**config.mk**
```make
export PLATFORM = sky130hd
export DESIGN_NAME = strap_snoop_unit
export DESIGN_NICKNAME = d
export VERILOG_FILES = /design/src/rtl/strap_snoop_pkg.sv /design/src/rtl/rst_edge_sync.sv /design/src/rtl/strap_latch.sv /design/src/rtl/snoop_cmp.sv /design/src/rtl/led_drive.sv /design/src/rtl/strap_snoop_unit.sv
export SDC_FILE = /design/constraint.sdc
export NUM_CORES = 1
export LEC_CHECK = 0
export ABC_CLOCK_PERIOD_IN_PS = 1300
export BUFFER_PORTS_ARGS = -buffer_cell sky130_fd_sc_hd__buf_2
export CORE_UTILIZATION = 31
export CTS_BUF_LIST = sky130_fd_sc_hd__clkbuf_4 sky130_fd_sc_hd__clkbuf_8
export DETAILED_ROUTE_END_ITERATION = 12
export GPL_ROUTABILITY_DRIVEN = 0
export PLACE_DENSITY_LB_ADDON = 0.1
export SYNTH_ARGS = -nofsm -noshare
export SYNTH_HDL_FRONTEND = slang
export SYNTH_SLANG_ARGS = --single-unit
```
**constraint.sdc**
```tcl
create_clock -name clk -period 1.3 [get_ports clk]
set_clock_uncertainty 0.05 [all_clocks]
set_input_delay 0.195 -clock clk [delete_from_list [all_inputs] [get_ports clk]]
set_output_delay 0.195 -clock clk [all_outputs]
set_load 0.01 [all_outputs]
```
**src/rtl/strap_snoop_pkg.sv**
```systemverilog
package strap_snoop_pkg;

   localparam int STRAP_CNT = 2;

   typedef struct packed {
      logic addr_wide;
      logic ee_present;
   } strap_t;

endpackage

```
**src/rtl/rst_edge_sync.sv**
```systemverilog
module rst_edge_sync #(
   parameter int SYNC_STAGES = 2
) (
   input  logic clk,
   input  logic arst_n,
   output logic capture_o,
   output logic active_o
);
   localparam int TOP = SYNC_STAGES - 1;

   generate
      if (SYNC_STAGES < 2) begin : g_bad_depth
         $error("rst_edge_sync: SYNC_STAGES must be at least 2");
      end
   endgenerate

   logic [SYNC_STAGES-1:0] sync_q;
   logic                   act_q;

   always_ff @(posedge clk or negedge arst_n) begin
      if (!arst_n) begin
         sync_q <= '0;
         act_q  <= 1'b0;
      end else begin
         sync_q <= {sync_q[SYNC_STAGES-2:0], 1'b1};
         act_q  <= sync_q[TOP];
      end
   end

   // high for the single cycle in which the synchronized release is first seen
   assign capture_o = sync_q[TOP] & ~act_q;
   assign active_o  = act_q;

endmodule

```
**src/rtl/strap_latch.sv**
```systemverilog
module strap_latch #(
   parameter int NUM_STRAPS = 2
) (
   input  logic                  clk,
   input  logic                  arst_n,
   input  logic                  capture,
   input  logic [NUM_STRAPS-1:0] pins_i,
   output logic [NUM_STRAPS-1:0] straps_o
);
   generate
      for (genvar i = 0; i < NUM_STRAPS; i++) begin : g_bit
         logic bit_q;
         always_ff @(posedge clk or negedge arst_n) begin
            if (!arst_n)      bit_q <= 1'b0;
            else if (capture) bit_q <= pins_i[i];
         end
         assign straps_o[i] = bit_q;
      end
   endgenerate

endmodule

```
**src/rtl/snoop_cmp.sv**
```systemverilog
module snoop_cmp #(
   parameter int ADDR_W   = 32,
   parameter int NARROW_W = 24
) (
   input  logic              clk,
   input  logic              arst_n,
   input  logic              active,
   input  logic              wide,
   input  logic              vld,
   input  logic [ADDR_W-1:0] addr,
   input  logic [ADDR_W-1:0] cmp_addr,
   output logic              hit_o
);
   logic lo_eq;
   logic hi_eq;
   logic hit_next;
   logic hit_q;

   assign lo_eq = (addr[NARROW_W-1:0] == cmp_addr[NARROW_W-1:0]);

   generate
      if (NARROW_W < ADDR_W) begin : g_split
         assign hi_eq = (addr[ADDR_W-1:NARROW_W] == cmp_addr[ADDR_W-1:NARROW_W]);
      end else begin : g_full
         assign hi_eq = 1'b1;
      end
   endgenerate

   // narrow mode treats the upper field as always equal
   assign hit_next = active & vld & lo_eq & (hi_eq | ~wide);

   always_ff @(posedge clk or negedge arst_n) begin
      if (!arst_n) hit_q <= 1'b0;
      else         hit_q <= hit_next;
   end

   assign hit_o = hit_q;

endmodule

```
**src/rtl/led_drive.sv**
```systemverilog
module led_drive #(
   parameter int NUM_LED = 2
) (
   input  logic               active,
   input  logic [NUM_LED-1:0] act,
   input  logic [NUM_LED-1:0] pol,
   output logic [NUM_LED-1:0] out,
   output logic [NUM_LED-1:0] oe
);
   generate
      for (genvar i = 0; i < NUM_LED; i++) begin : g_led
         assign out[i] = active & (act[i] ^ pol[i]);
         assign oe[i]  = active;
      end
   endgenerate

endmodule

```
**src/rtl/strap_snoop_unit.sv**
```systemverilog
module strap_snoop_unit
   import strap_snoop_pkg::*;
#(
   parameter int ADDR_W      = 32,
   parameter int NARROW_W    = 24,
   parameter int SYNC_STAGES = 2
) (
   input  logic              clk,
   input  logic              rst_n,
   input  logic              strap_a_pin,
   input  logic              strap_b_pin,
   input  logic [1:0]        led_act,
   input  logic [1:0]        led_pol,
   output logic [1:0]        led_out,
   output logic [1:0]        led_oe,
   input  logic [ADDR_W-1:0] snoop_addr,
   input  logic              snoop_vld,
   input  logic [ADDR_W-1:0] reloc_addr,
   output logic              snoop_hit,
   output logic              eeprom_found,
   output logic              addr_wide
);
   localparam int NUM_LED = STRAP_CNT;

   generate
      if (NARROW_W < 1 || NARROW_W > ADDR_W) begin : g_bad_width
         $error("strap_snoop_unit: NARROW_W must lie in 1..ADDR_W");
      end
   endgenerate

   logic                 capture;
   logic                 active;
   logic [STRAP_CNT-1:0] strap_bits;
   strap_t               straps;

   rst_edge_sync #(.SYNC_STAGES(SYNC_STAGES)) u_sync (
      .clk       (clk),
      .arst_n    (rst_n),
      .capture_o (capture),
      .active_o  (active)
   );

   strap_latch #(.NUM_STRAPS(STRAP_CNT)) u_latch (
      .clk      (clk),
      .arst_n   (rst_n),
      .capture  (capture),
      .pins_i   ({strap_b_pin, strap_a_pin}),
      .straps_o (strap_bits)
   );

   assign straps       = strap_t'(strap_bits);
   assign eeprom_found = straps.ee_present;
   assign addr_wide    = straps.addr_wide;

   snoop_cmp #(.ADDR_W(ADDR_W), .NARROW_W(NARROW_W)) u_cmp (
      .clk      (clk),
      .arst_n   (rst_n),
      .active   (active),
      .wide     (straps.addr_wide),
      .vld      (snoop_vld),
      .addr     (snoop_addr),
      .cmp_addr (reloc_addr),
      .hit_o    (snoop_hit)
   );

   led_drive #(.NUM_LED(NUM_LED)) u_led (
      .active (active),
      .act    (led_act),
      .pol    (led_pol),
      .out    (led_out),
      .oe     (led_oe)
   );

endmodule

```
==> results of run 1 <==
==> state kept, by name, indices dropped and copies added, names as in the netlist <==
register             flops
u_cmp.hit_o              1
u_latch.g_bit.bit_q      2
u_sync.active_o          1
u_sync.sync_q            2
==> metal layers <==
| metal | vias to the layer above | track usage, % | routed length, µm |
|---|---|---|---|
| met5 | - | 0 | 0 |
| met4 | 0 | 5.45 | 0 |
| met3 | 0 | 3.17 | 179 |
| met2 | 54 | 30.6 | 722 |
| met1 | 284 | 13.2 | 563 |
| li1 | 366 | - | - |
==> what timing repair did <==
action | 4_1_cts | 5_1_grt
hold endpoints to repair | 6 | 0
hold buffers | 1 | 0
endpoints found under the setup margin | 0 | 0
buffers inserted | 0 | 0
==> placed cells by master, fill, tap and decap left out, drive strengths merged, types with 2 or more instances in the layout <==
cell    synthesis  final
and2            2      2
buf             2     79
clkbuf          0      3
dfrtp           6      6
mux2            2      2
nand3           2      2
nand4           7      7
xnor2          32     32
xor2            2      2
==> cell type report <==
type	instances	share of cell area (%)
Multi-Input combinational cell	53	40.8
Tap cell	25	3.04
Clock buffer	3	2.19
Timing Repair Buffer	80	39.4
Sequential cell	6	14.6
==> cells by family after synthesis <==
| logic type | Yosys count |
|---|---|
| XOR/XNOR | 34 |
| AND/OR/NAND/NOR | 15 |
| flip-flops | 6 |
| multiplexers | 2 |
| buffers and inverters | 2 |
| AO/OA/AOI/OAI | 1 |
| other | 1 |
==> power groups by stage <==
| stage | sequential (µW) | clock [µW] | combinational, µW |
|---|---|---|---|
| global route | 212 | 177 | 302 |
| global placement | 212 | 0 | 270 |
| floorplan | 216 | 0 | 123 |
| finish | 210 | 160 | 274 |
| detailed placement | 213 | 0 | 275 |
| CTS | 210 | 170 | 278 |
==> through the flow <==
step           setup WS (ps)  total power, µW  cells  area, µm²  hold WS, ps
2_1_floorplan            233              339     61        584         -151
3_3_place_gp             132              482    163        996        -28.6
3_5_place_dp            57.3              488    163        996        -27.7
4_1_cts                  119              658    167       1030          131
5_1_grt                 91.4              690    167       1030          133
6_report                 127              645    167       1030          140
==> final timing paths <==
kind                                       start                     end  slack, ps
worst max-delay path             u_sync.active_o              led_out[1]        130
worst min-delay path                 strap_b_pin  u_latch.g_bit[1].bit_q        140
min in group asynchronous                  rst_n         u_sync.active_o        270
max in group asynchronous                  rst_n  u_latch.g_bit[1].bit_q        790
worst min register to register  u_sync.sync_q[0]        u_sync.sync_q[1]        300
worst max register to register   u_sync.active_o  u_latch.g_bit[0].bit_q        180
==> worst max-delay path, stage by stage, from the launching register on <==
cell     delay [ps]
dfrtp_1         410
and2_1          150
buf_2           130
==> flow_summary.rst, run 1 <==
.. list-table::
   :header-rows: 1

   * - Metric
     - Value
   * - 1st-pass router iterations
     - 4
   * - Post-synthesis cell area
     - 584 µm²
   * - Die footprint
     - 2060 µm²
   * - Post-synthesis average cell area
     - 9.58 µm²
   * - Portion of total power attributed to combinational logic
     - 42.5%
   * - Cell type with the largest total area after synthesis
     - xnor2_1
   * - Switching power as a share of total power
     - 25.8%
   * - Synth Register Bits
     - 6
   * - Predominant post-synthesis flop cell
     - dfrtp_1
   * - Area occupied by multi-input gates
     - 419 µm²
   * - Min Tclk post-route
     - 1170 ps
   * - Maximum buffer depth of the clock tree
     - 2
   * - Top area cells in the synthesized netlist
     - xnor2_1 (48%), dfrtp_1 (26%), nand4_1 (7.5%), mux2_2 (3.9%), xor2_1 (3.0%)
   * - Worst endpoint data arrival time
     - 930 ps
   * - Initial DRC count
     - 2
   * - Leading cell type by number of instances after synthesis
     - xnor2_1
   * - Class of the worst hold path
     - in -> reg
   * - Outcome
     - completed
   * - Starting utilization of the core area
     - 33.5%
   * - GR Overflow Total
     - 0
   * - Core area
     - 1750 µm²
   * - Power density cells
     - 627 nW/µm²
   * - Switching power of the nets
     - 166 µW
   * - Syn nets
     - 134
   * - Unique cell type count in the Yosys netlist
     - 14
   * - Wire length per cell after detailed routing
     - 8.77 µm
   * - Hold Path Cell Cnt
     - 2
   * - Syn-to-layout area delta
     - 76.0%
   * - Initial antenna violation count
     - 0
   * - Count of input and output buffers
     - 79
   * - Sequential share of power
     - 32.6%
   * - Utilization of the core after routing
     - 58.9%
   * - # clock sinks
     - 6
   * - Crit path max fanout
     - 6
   * - Asr flop ratio synth
     - 100%
   * - Global-route wire length before repair
     - 2190 µm
   * - Kind of end point of the critical path
     - output port
   * - Cell at the root of the clock tree
     - clkbuf_4
   * - Worst voltage drop across the vdd grid
     - 0.368 mV
   * - FF+latch area
     - 150 µm²
   * - Fraction of the mapped netlist area in adder cells
     - 0%
   * - Number of cells traversed by the worst register-to-register path
     - 2
   * - Synth Area in Compound Gates
     - 0.857%
   * - Area share of xor/xnor cells in the synthesized design
     - 51.0%
   * - Post-detailed-routing wire length
     - 1460 µm
   * - Number of I/O pins
     - 80
   * - Warnings, synthesis
     - 0
   * - Via count of the first global-routing pass
     - 634
   * - Detailed-route via count
     - 704
   * - Multiplexer share of the synthesized area
     - 3.85%
   * - Fillers
     - 172
   * - Total CTS buffers
     - 3
   * - Final slew viol count
     - 0
   * - Clk network pwr share
     - 24.9%
   * - Standby leakage power
     - 0.000510 µW
   * - Global Route Usage Sum
     - 14.7%
   * - Number of H-tree levels
     - 1
   * - Setup Crit Path Kind
     - reg -> out
   * - Post-synth top area share
     - 48.0%
   * - Number of synthesized flops with an enable pin
     - 0
   * - Maximum number of pins on one net before global-route repair
     - 7
   * - Combinational family with the most area after synthesis
     - XOR/XNOR gates
   * - Setup repair after global routing missed its margin
     - no
   * - Total of endpoints with negative setup slack in the final report
     - 0
   * - NumNets Final
     - 217
   * - Post-Synth Simple-Gate Area
     - 15.4%
   * - Most numerous cell types in the synthesized netlist
     - xnor2_1 (32), nand4_1 (7), dfrtp_1 (6)
   * - Setup TNS Final
     - 0 ps
   * - Max-capacitance violation count
     - 0
   * - Layout cells sized above 1
     - 59.2%
   * - Residual antenna-violating net count after detailed routing
     - 0
   * - Sequential element share of the synthesized area
     - 25.7%
   * - Die width
     - 45.4 µm
   * - Number of standard-cell rows in the floorplan
     - 15
   * - Top achievable clock speed
     - 0.853 GHz
   * - Clock edge transition at the registers on the reported setup and hold paths
     - 40 ps
   * - Portion of the clock cycle consumed by the worst path in the final layout
     - 90.2%
   * - CTS-repair resized insts
     - 0
   * - Clock latency of the later-clocked register in the worst-skew pair
     - 240 ps
   * - Post-DP HPWL
     - 1360 µm
   * - Number of hold violations in the final report
     - 0
   * - Average via count per standard cell
     - 4.22
   * - Chip height
     - 45.4 µm
   * - Startpoint type of the worst setup path
     - flip-flop
   * - Power Internal
     - 478 µW
   * - Ant. Diodes
     - 0
   * - DRC violations left
     - 0
   * - Endpoint required time on the critical path
     - 1050 ps
   * - Clock tree from TritonCTS
     - done
   * - Gate Count Post-Synth
     - 61
(Power assumes the default switching activity.)
==> inputs of run 2 (changes only) <==
CORE_UTILIZATION = 30   (was 31)
CTS_BUF_LIST = unset   (was sky130_fd_sc_hd__clkbuf_4 sky130_fd_sc_hd__clkbuf_8)
==> flow_summary.rst, run 2 (synthesis gave the netlist of run 1 again) <==
.. list-table::
   :header-rows: 1

   * - Metric
     - Value
   * - Max-capacitance violation count
     - 0 (unchanged)
   * - Standby leakage power
     - 0.000510 µW (unchanged)
   * - Min Tclk post-route
     - 1160 ps (was 1170 ps)
   * - Clock edge transition at the registers on the reported setup and hold paths
     - 40 ps (about the same)
   * - Cell breakdown of the critical path
     - and2_1 > buf_2 (unchanged)
   * - Setup TNS Final
     - 0 ps (unchanged)
   * - Total CTS buffers
     - 3 (unchanged)
   * - Clock tree from TritonCTS
     - done (unchanged)
   * - GR Overflow Total
     - 0 (unchanged)
   * - Starting utilization of the core area
     - 32.8% (was 33.5%)
   * - Core area
     - 1780 µm² (was 1750 µm²)
   * - DRC violations left
     - 0 (unchanged)
   * - Commonest cells after routing, fill and taps aside
     - buf_2 (79), xnor2_1 (32), nand4_1 (7), dfrtp_1 (6), clkbuf_4 (3) (unchanged)
   * - Sequential share of power
     - 32.6% (about the same)
   * - Initial DRC count
     - 3 (was 2)
   * - CTS-repair resized insts
     - 0 (unchanged)
   * - Crit path max fanout
     - 6 (unchanged)
   * - Power density cells
     - 624 nW/µm² (was 627 nW/µm²)
   * - Syn-to-layout area delta
     - 76.0% (unchanged)
   * - Utilization of the core after routing
     - 57.7% (was 58.9%)
   * - Worst voltage drop across the vdd grid
     - 0.351 mV (was 0.368 mV)
   * - Setup Crit Path Kind
     - reg -> out (unchanged)
   * - Portion of total power attributed to combinational logic
     - 42.8% (was 42.5%)
   * - Total of endpoints with negative setup slack in the final report
     - 0 (unchanged)
   * - Count of input and output buffers
     - 79 (unchanged)
   * - Ant. Diodes
     - 0 (unchanged)
   * - Crit path max-delay cell type
     - dfrtp_1 (unchanged)
   * - Kind of end point of the critical path
     - output port (unchanged)
   * - Startpoint type of the worst setup path
     - flip-flop (unchanged)
   * - Average via count per standard cell
     - 4.32 (was 4.22)
   * - Most frequent standard cell in the layout excluding fill and tap cells
     - buf_2 (unchanged)
   * - Via count of the first global-routing pass
     - 598 (was 634)
   * - Final slew viol count
     - 0 (unchanged)
   * - Setup repair after global routing missed its margin
     - no (unchanged)
   * - Detailed-route via count
     - 722 (was 704)
   * - Number of H-tree levels
     - 1 (unchanged)
   * - Critical path buffers and inverters
     - 1 (unchanged)
   * - Class of the worst hold path
     - in -> reg (unchanged)
   * - Portion of the clock cycle consumed by the worst path in the final layout
     - 88.9% (was 90.2%)
   * - Global Route Usage Sum
     - 12.7% (was 14.7%)
   * - Maximum number of pins on one net before global-route repair
     - 7 (unchanged)
   * - Top achievable clock speed
     - 0.865 GHz (was 0.853 GHz)
   * - Wire length per cell after detailed routing
     - 8.26 µm (was 8.77 µm)
   * - Endpoint required time on the critical path
     - 1050 ps (about the same)
   * - Switching power as a share of total power
     - 25.4% (was 25.8%)
   * - Residual antenna-violating net count after detailed routing
     - 0 (unchanged)
   * - Maximum single-stage delay on the critical path
     - 410 ps (about the same)
   * - Clk network pwr share
     - 24.6% (was 24.9%)
   * - Die footprint
     - 2130 µm² (was 2060 µm²)
   * - Post-DP HPWL
     - 1330 µm (was 1360 µm)
   * - Delay-heaviest family, CP
     - flip-flops (unchanged)
   * - NumNets Final
     - 217 (unchanged)
   * - Cell at the root of the clock tree
     - clkbuf_4 (unchanged)
   * - Power Internal
     - 478 µW (about the same)
   * - Die width
     - 46.1 µm (was 45.4 µm)
   * - Number of hold violations in the final report
     - 0 (unchanged)
   * - # clock sinks
     - 6 (unchanged)
   * - Clock latency of the later-clocked register in the worst-skew pair
     - 230 ps (was 240 ps)
   * - Initial antenna violation count
     - 0 (unchanged)
   * - Number of I/O pins
     - 80 (unchanged)
   * - Maximum buffer depth of the clock tree
     - 2 (unchanged)
   * - 1st-pass router iterations
     - 2 (was 4)
   * - Place WS
     - 117 ps (was 57.3 ps)
   * - Number of standard-cell rows in the floorplan
     - 15 (unchanged)
   * - Layout cells sized above 1
     - 59.2% (unchanged)
   * - Worst-case setup margin in the final layout
     - 144 ps (was 127 ps)
   * - Worst endpoint data arrival time
     - 910 ps (was 930 ps)
   * - Switching power of the nets
     - 163 µW (was 166 µW)
   * - Outcome
     - completed (unchanged)
   * - Top flop regs
     - u_latch.g_bit.bit_q x2, u_sync.sync_q x2 (unchanged)
   * - Post-detailed-routing wire length
     - 1380 µm (was 1460 µm)
   * - Chip height
     - 46.1 µm (was 45.4 µm)
   * - Global-route wire length before repair
     - 2010 µm (was 2190 µm)
run 2: cell counts in the layout (fill, tap and decap cells not counted):
Identical to the previous run, type by type.
run 2: path summary, 6_finish.rpt:
kind / startpoint / end / slack [ps] / cells after the start
min: strap_b_pin / u_latch.g_bit[1].bit_q / 150 / 2
max reg2reg: u_sync.active_o / u_latch.g_bit[0].bit_q / 160 / 2
min reg2reg: u_sync.sync_q[0] / u_sync.sync_q[1] / 300 / 0
max in group asynchronous: rst_n / u_sync.sync_q[1] / 790 / 2
max: u_sync.active_o / led_out[0] / 140 / 2
min in group asynchronous: rst_n / u_latch.g_bit[1].bit_q / 270 / 2
run 2: layout make-up:
type,count,area [µm²]
clock buffers,3,22.5
fillers,185,754
multi-input cells,53,419
flip-flops and latches,6,150
well taps,25,31.3
repair buffers,80,405
run 2: through the flow:
stage,total power (µW),std cells,hold slack (ps),area [µm²]
2_1_floorplan,339,61,-151,584
3_3_place_gp,481,163,-28.5,996
3_5_place_dp,489,163,-26.1,996
4_1_cts,653,167,147,1030
5_1_grt,696,167,146,1030
6_report,641,167,148,1030
run 2: power by group through the flow:
stage                     clock network (µW)  logic [µW]  registers, µW
after global routing                     181         304            211
after detailed placement                   0         276            212
final                                    158         274            209
after CTS                                164         280            210
after global placement                     0         269            212
after floorplan                            0         123            216
run 2: metal layers:
metal | share of wire (%) | GRT usage [%] | up-vias
li1 | - | - | 364
met3 | 13 | 1.96 | 0
met5 | 0 | 0 | -
met1 | 35 | 10.3 | 305
met2 | 53 | 29.6 | 53
met4 | 0 | 1.76 | 0
run 2: what timing repair did:
action	4_1_cts	5_1_grt
hold buffers	1	0
buffers inserted	0	0
endpoints found under the hold margin	6	0
==> inputs of run 3 (changes only) <==
ABC_CLOCK_PERIOD_IN_PS = 1080   (was 1300)
clock period = 1.08 ns   (was 1.3 ns; I/O delays follow)
==> flow_summary.rst, run 3 (synthesis gave the netlist of run 1 again) <==
.. list-table::
   :header-rows: 1

   * - Metric
     - Value
   * - Total of endpoints with negative setup slack in the final report
     - 4 (was 0)
   * - Hold Path Cell Cnt
     - 2 (unchanged)
   * - Number of cells traversed by the worst register-to-register path
     - 3 (was 2)
   * - Initial antenna violation count
     - 0 (unchanged)
   * - NumNets Final
     - 219 (was 217)
   * - Top flop regs
     - u_latch.g_bit.bit_q x2, u_sync.sync_q x2 (unchanged)
   * - Portion of the clock cycle consumed by the worst path in the final layout
     - 110%
   * - Startpoint type of the worst setup path
     - flip-flop (unchanged)
   * - Residual antenna-violating net count after detailed routing
     - 0 (unchanged)
   * - Ant. Diodes
     - 0 (unchanged)
   * - Clock tree from TritonCTS
     - done (unchanged)
   * - Number of placed instances with taps included
     - 164 (was 163)
   * - Clk network pwr share
     - 24.0% (was 24.6%)
   * - Endpoint required time on the critical path
     - 870 ps (was 1050 ps)
   * - Clock latency of the later-clocked register in the worst-skew pair
     - 240 ps (was 230 ps)
   * - Outcome
     - complete, but fails checks (was completed)
   * - Min Tclk post-route
     - 1190 ps
   * - Starting utilization of the core area
     - 32.8% (unchanged)
   * - Top achievable clock speed
     - 0.839 GHz
   * - Post-detailed-routing wire length
     - 1480 µm (was 1380 µm)
   * - Chip height
     - 46.1 µm (unchanged)
   * - Setup Crit Path Kind
     - reg -> out (unchanged)
   * - Class of the worst hold path
     - in -> reg (unchanged)
   * - Power density cells
     - 750 nW/µm² (was 624 nW/µm²)
   * - Die width
     - 46.1 µm (unchanged)
   * - DRC violations left
     - 0 (unchanged)
   * - Initial DRC count
     - 0 (was 3)
   * - Clock edge transition at the registers on the reported setup and hold paths
     - 40 ps (about the same)
   * - Utilization of the core after routing
     - 60.9% (was 57.7%)
   * - Commonest cells after routing, fill and taps aside
     - buf_2 (77), xnor2_1 (32), nand4_1 (7), dfrtp_1 (6) (was buf_2 (79), xnor2_1 (32), nand4_1 (7), dfrtp_1 (6), clkbuf_4 (3))
   * - Maximum number of pins on one net before global-route repair
     - 7 (unchanged)
   * - Number of I/O pins
     - 80 (unchanged)
   * - Count of input and output buffers
     - 79 (unchanged)
   * - Worst-case setup margin in the final layout
     - -111 ps (was 144 ps)
   * - Most frequent standard cell in the layout excluding fill and tap cells
     - buf_2 (unchanged)
   * - # clock sinks
     - 6 (unchanged)
   * - Switching power as a share of total power
     - 26.2% (was 25.4%)
   * - Worst voltage drop across the vdd grid
     - 0.376 mV (was 0.351 mV)
   * - Power Internal
     - 601 µW (was 478 µW)
   * - Crit path max fanout
     - 4 (was 6)
   * - Max-capacitance violation count
     - 0 (unchanged)
   * - Total CTS buffers
     - 3 (unchanged)
   * - Wire length per cell after detailed routing
     - 8.76 µm (was 8.26 µm)
   * - Die footprint
     - 2130 µm² (unchanged)
   * - Number of standard-cell rows in the floorplan
     - 15 (unchanged)
   * - Standby leakage power
     - 0.000540 µW (was 0.000510 µW)
   * - Core area
     - 1780 µm² (unchanged)
   * - Total Power Consumption
     - 815 µW (was 641 µW)
   * - Global-route wire length before repair
     - 2060 µm (was 2010 µm)
   * - Number of H-tree levels
     - 1 (unchanged)
   * - Number of hold violations in the final report
     - 0 (unchanged)
   * - Kind of end point of the critical path
     - output port (unchanged)
   * - Post-DP HPWL
     - 1270 µm (was 1330 µm)
   * - Via count of the first global-routing pass
     - 576 (was 598)
   * - Setup repair after global routing missed its margin
     - yes (was no)
   * - Detailed-route via count
     - 713 (was 722)
   * - GR Overflow Total
     - 0 (unchanged)
   * - Non-filler instance count after layout
     - 169 (was 167)
   * - Sequential share of power
     - 31.0% (was 32.6%)
   * - Maximum buffer depth of the clock tree
     - 2 (unchanged)
   * - 1st-pass router iterations
     - 1 (was 2)
   * - Worst endpoint data arrival time
     - 980 ps (was 910 ps)
   * - Failing checks
     - negative setup slack
   * - Cell at the root of the clock tree
     - clkbuf_4 (unchanged)
   * - Final slew viol count
     - 0 (unchanged)
   * - Portion of total power attributed to combinational logic
     - 44.9% (was 42.8%)
   * - Global Route Usage Sum
     - 13.6% (was 12.7%)
   * - Layout cells sized above 1
     - 62.5% (was 59.2%)
   * - Average via count per standard cell
     - 4.22 (was 4.32)
   * - Syn-to-layout area delta
     - 85.9% (was 76.0%)
   * - Switching power of the nets
     - 213 µW (was 163 µW)
run 3: routing by layer:
| metal | vias to the layer above | wire length [µm] | global-route usage, % |
|---|---|---|---|
| li1 | 371 | - | - |
| met2 | 58 | 767 | 27.9 |
| met4 | 0 | 12 | 5.88 |
| met3 | 2 | 174 | 2.75 |
| met1 | 282 | 525 | 12.4 |
| met5 | - | 0 | 0 |
run 3: area by class of cell:
cell class | count | area (µm²)
fill | 158 | 697
multi-input combinational | 53 | 445
timing repair buffer | 82 | 437
sequential | 6 | 150
tap | 25 | 31.3
clock buffer | 3 | 22.5
run 3: worst paths after layout:
check	end	startpoint	slack (ps)
max in group asynchronous	u_cmp.hit_o	rst_n	610
max	led_out[1]	u_sync.active_o	-110
min	u_latch.g_bit[0].bit_q	strap_a_pin	110
min in group asynchronous	u_latch.g_bit[1].bit_q	rst_n	220
min reg2reg	u_sync.sync_q[1]	u_sync.sync_q[0]	300
max reg2reg	u_latch.g_bit[1].bit_q	u_sync.active_o	-70
run 3: timing repair:
item                                    in CTS  in global routing
gates resized for setup                      6                  4
endpoints found under the setup margin       6                  7
buffers inserted                             1                  0
hold endpoints to repair                     6                  0
hold buffers                                 1                  0
run 3: power groups by stage:
stage	Sequential (µW)	Clock, µW	Combinational (µW)
after global routing	254	221	401
final	253	196	366
after global placement	254	0	327
after floorplan	260	0	148
after CTS	252	208	356
after detailed placement	255	0	335
run 3: worst max-delay path, stage by stage (launching register included):
cell     delay, ps
dfrtp_1        380
buf_6          120
and2_4         130
buf_6          110
run 3: metrics by stage:
stage / setup slack, ps / TNS, ps / instance area, µm² / hold slack, ps
global route: -159 / -630 / 1090 / 108
detailed placement: -114 / -125 / 1000 / -60.8
global placement: -73.0 / -100 / 1000 / -61.8
CTS: -130 / -381 / 1070 / 101
floorplan: 12.9 / 0 / 584 / -184
finish: -111 / -342 / 1090 / 108
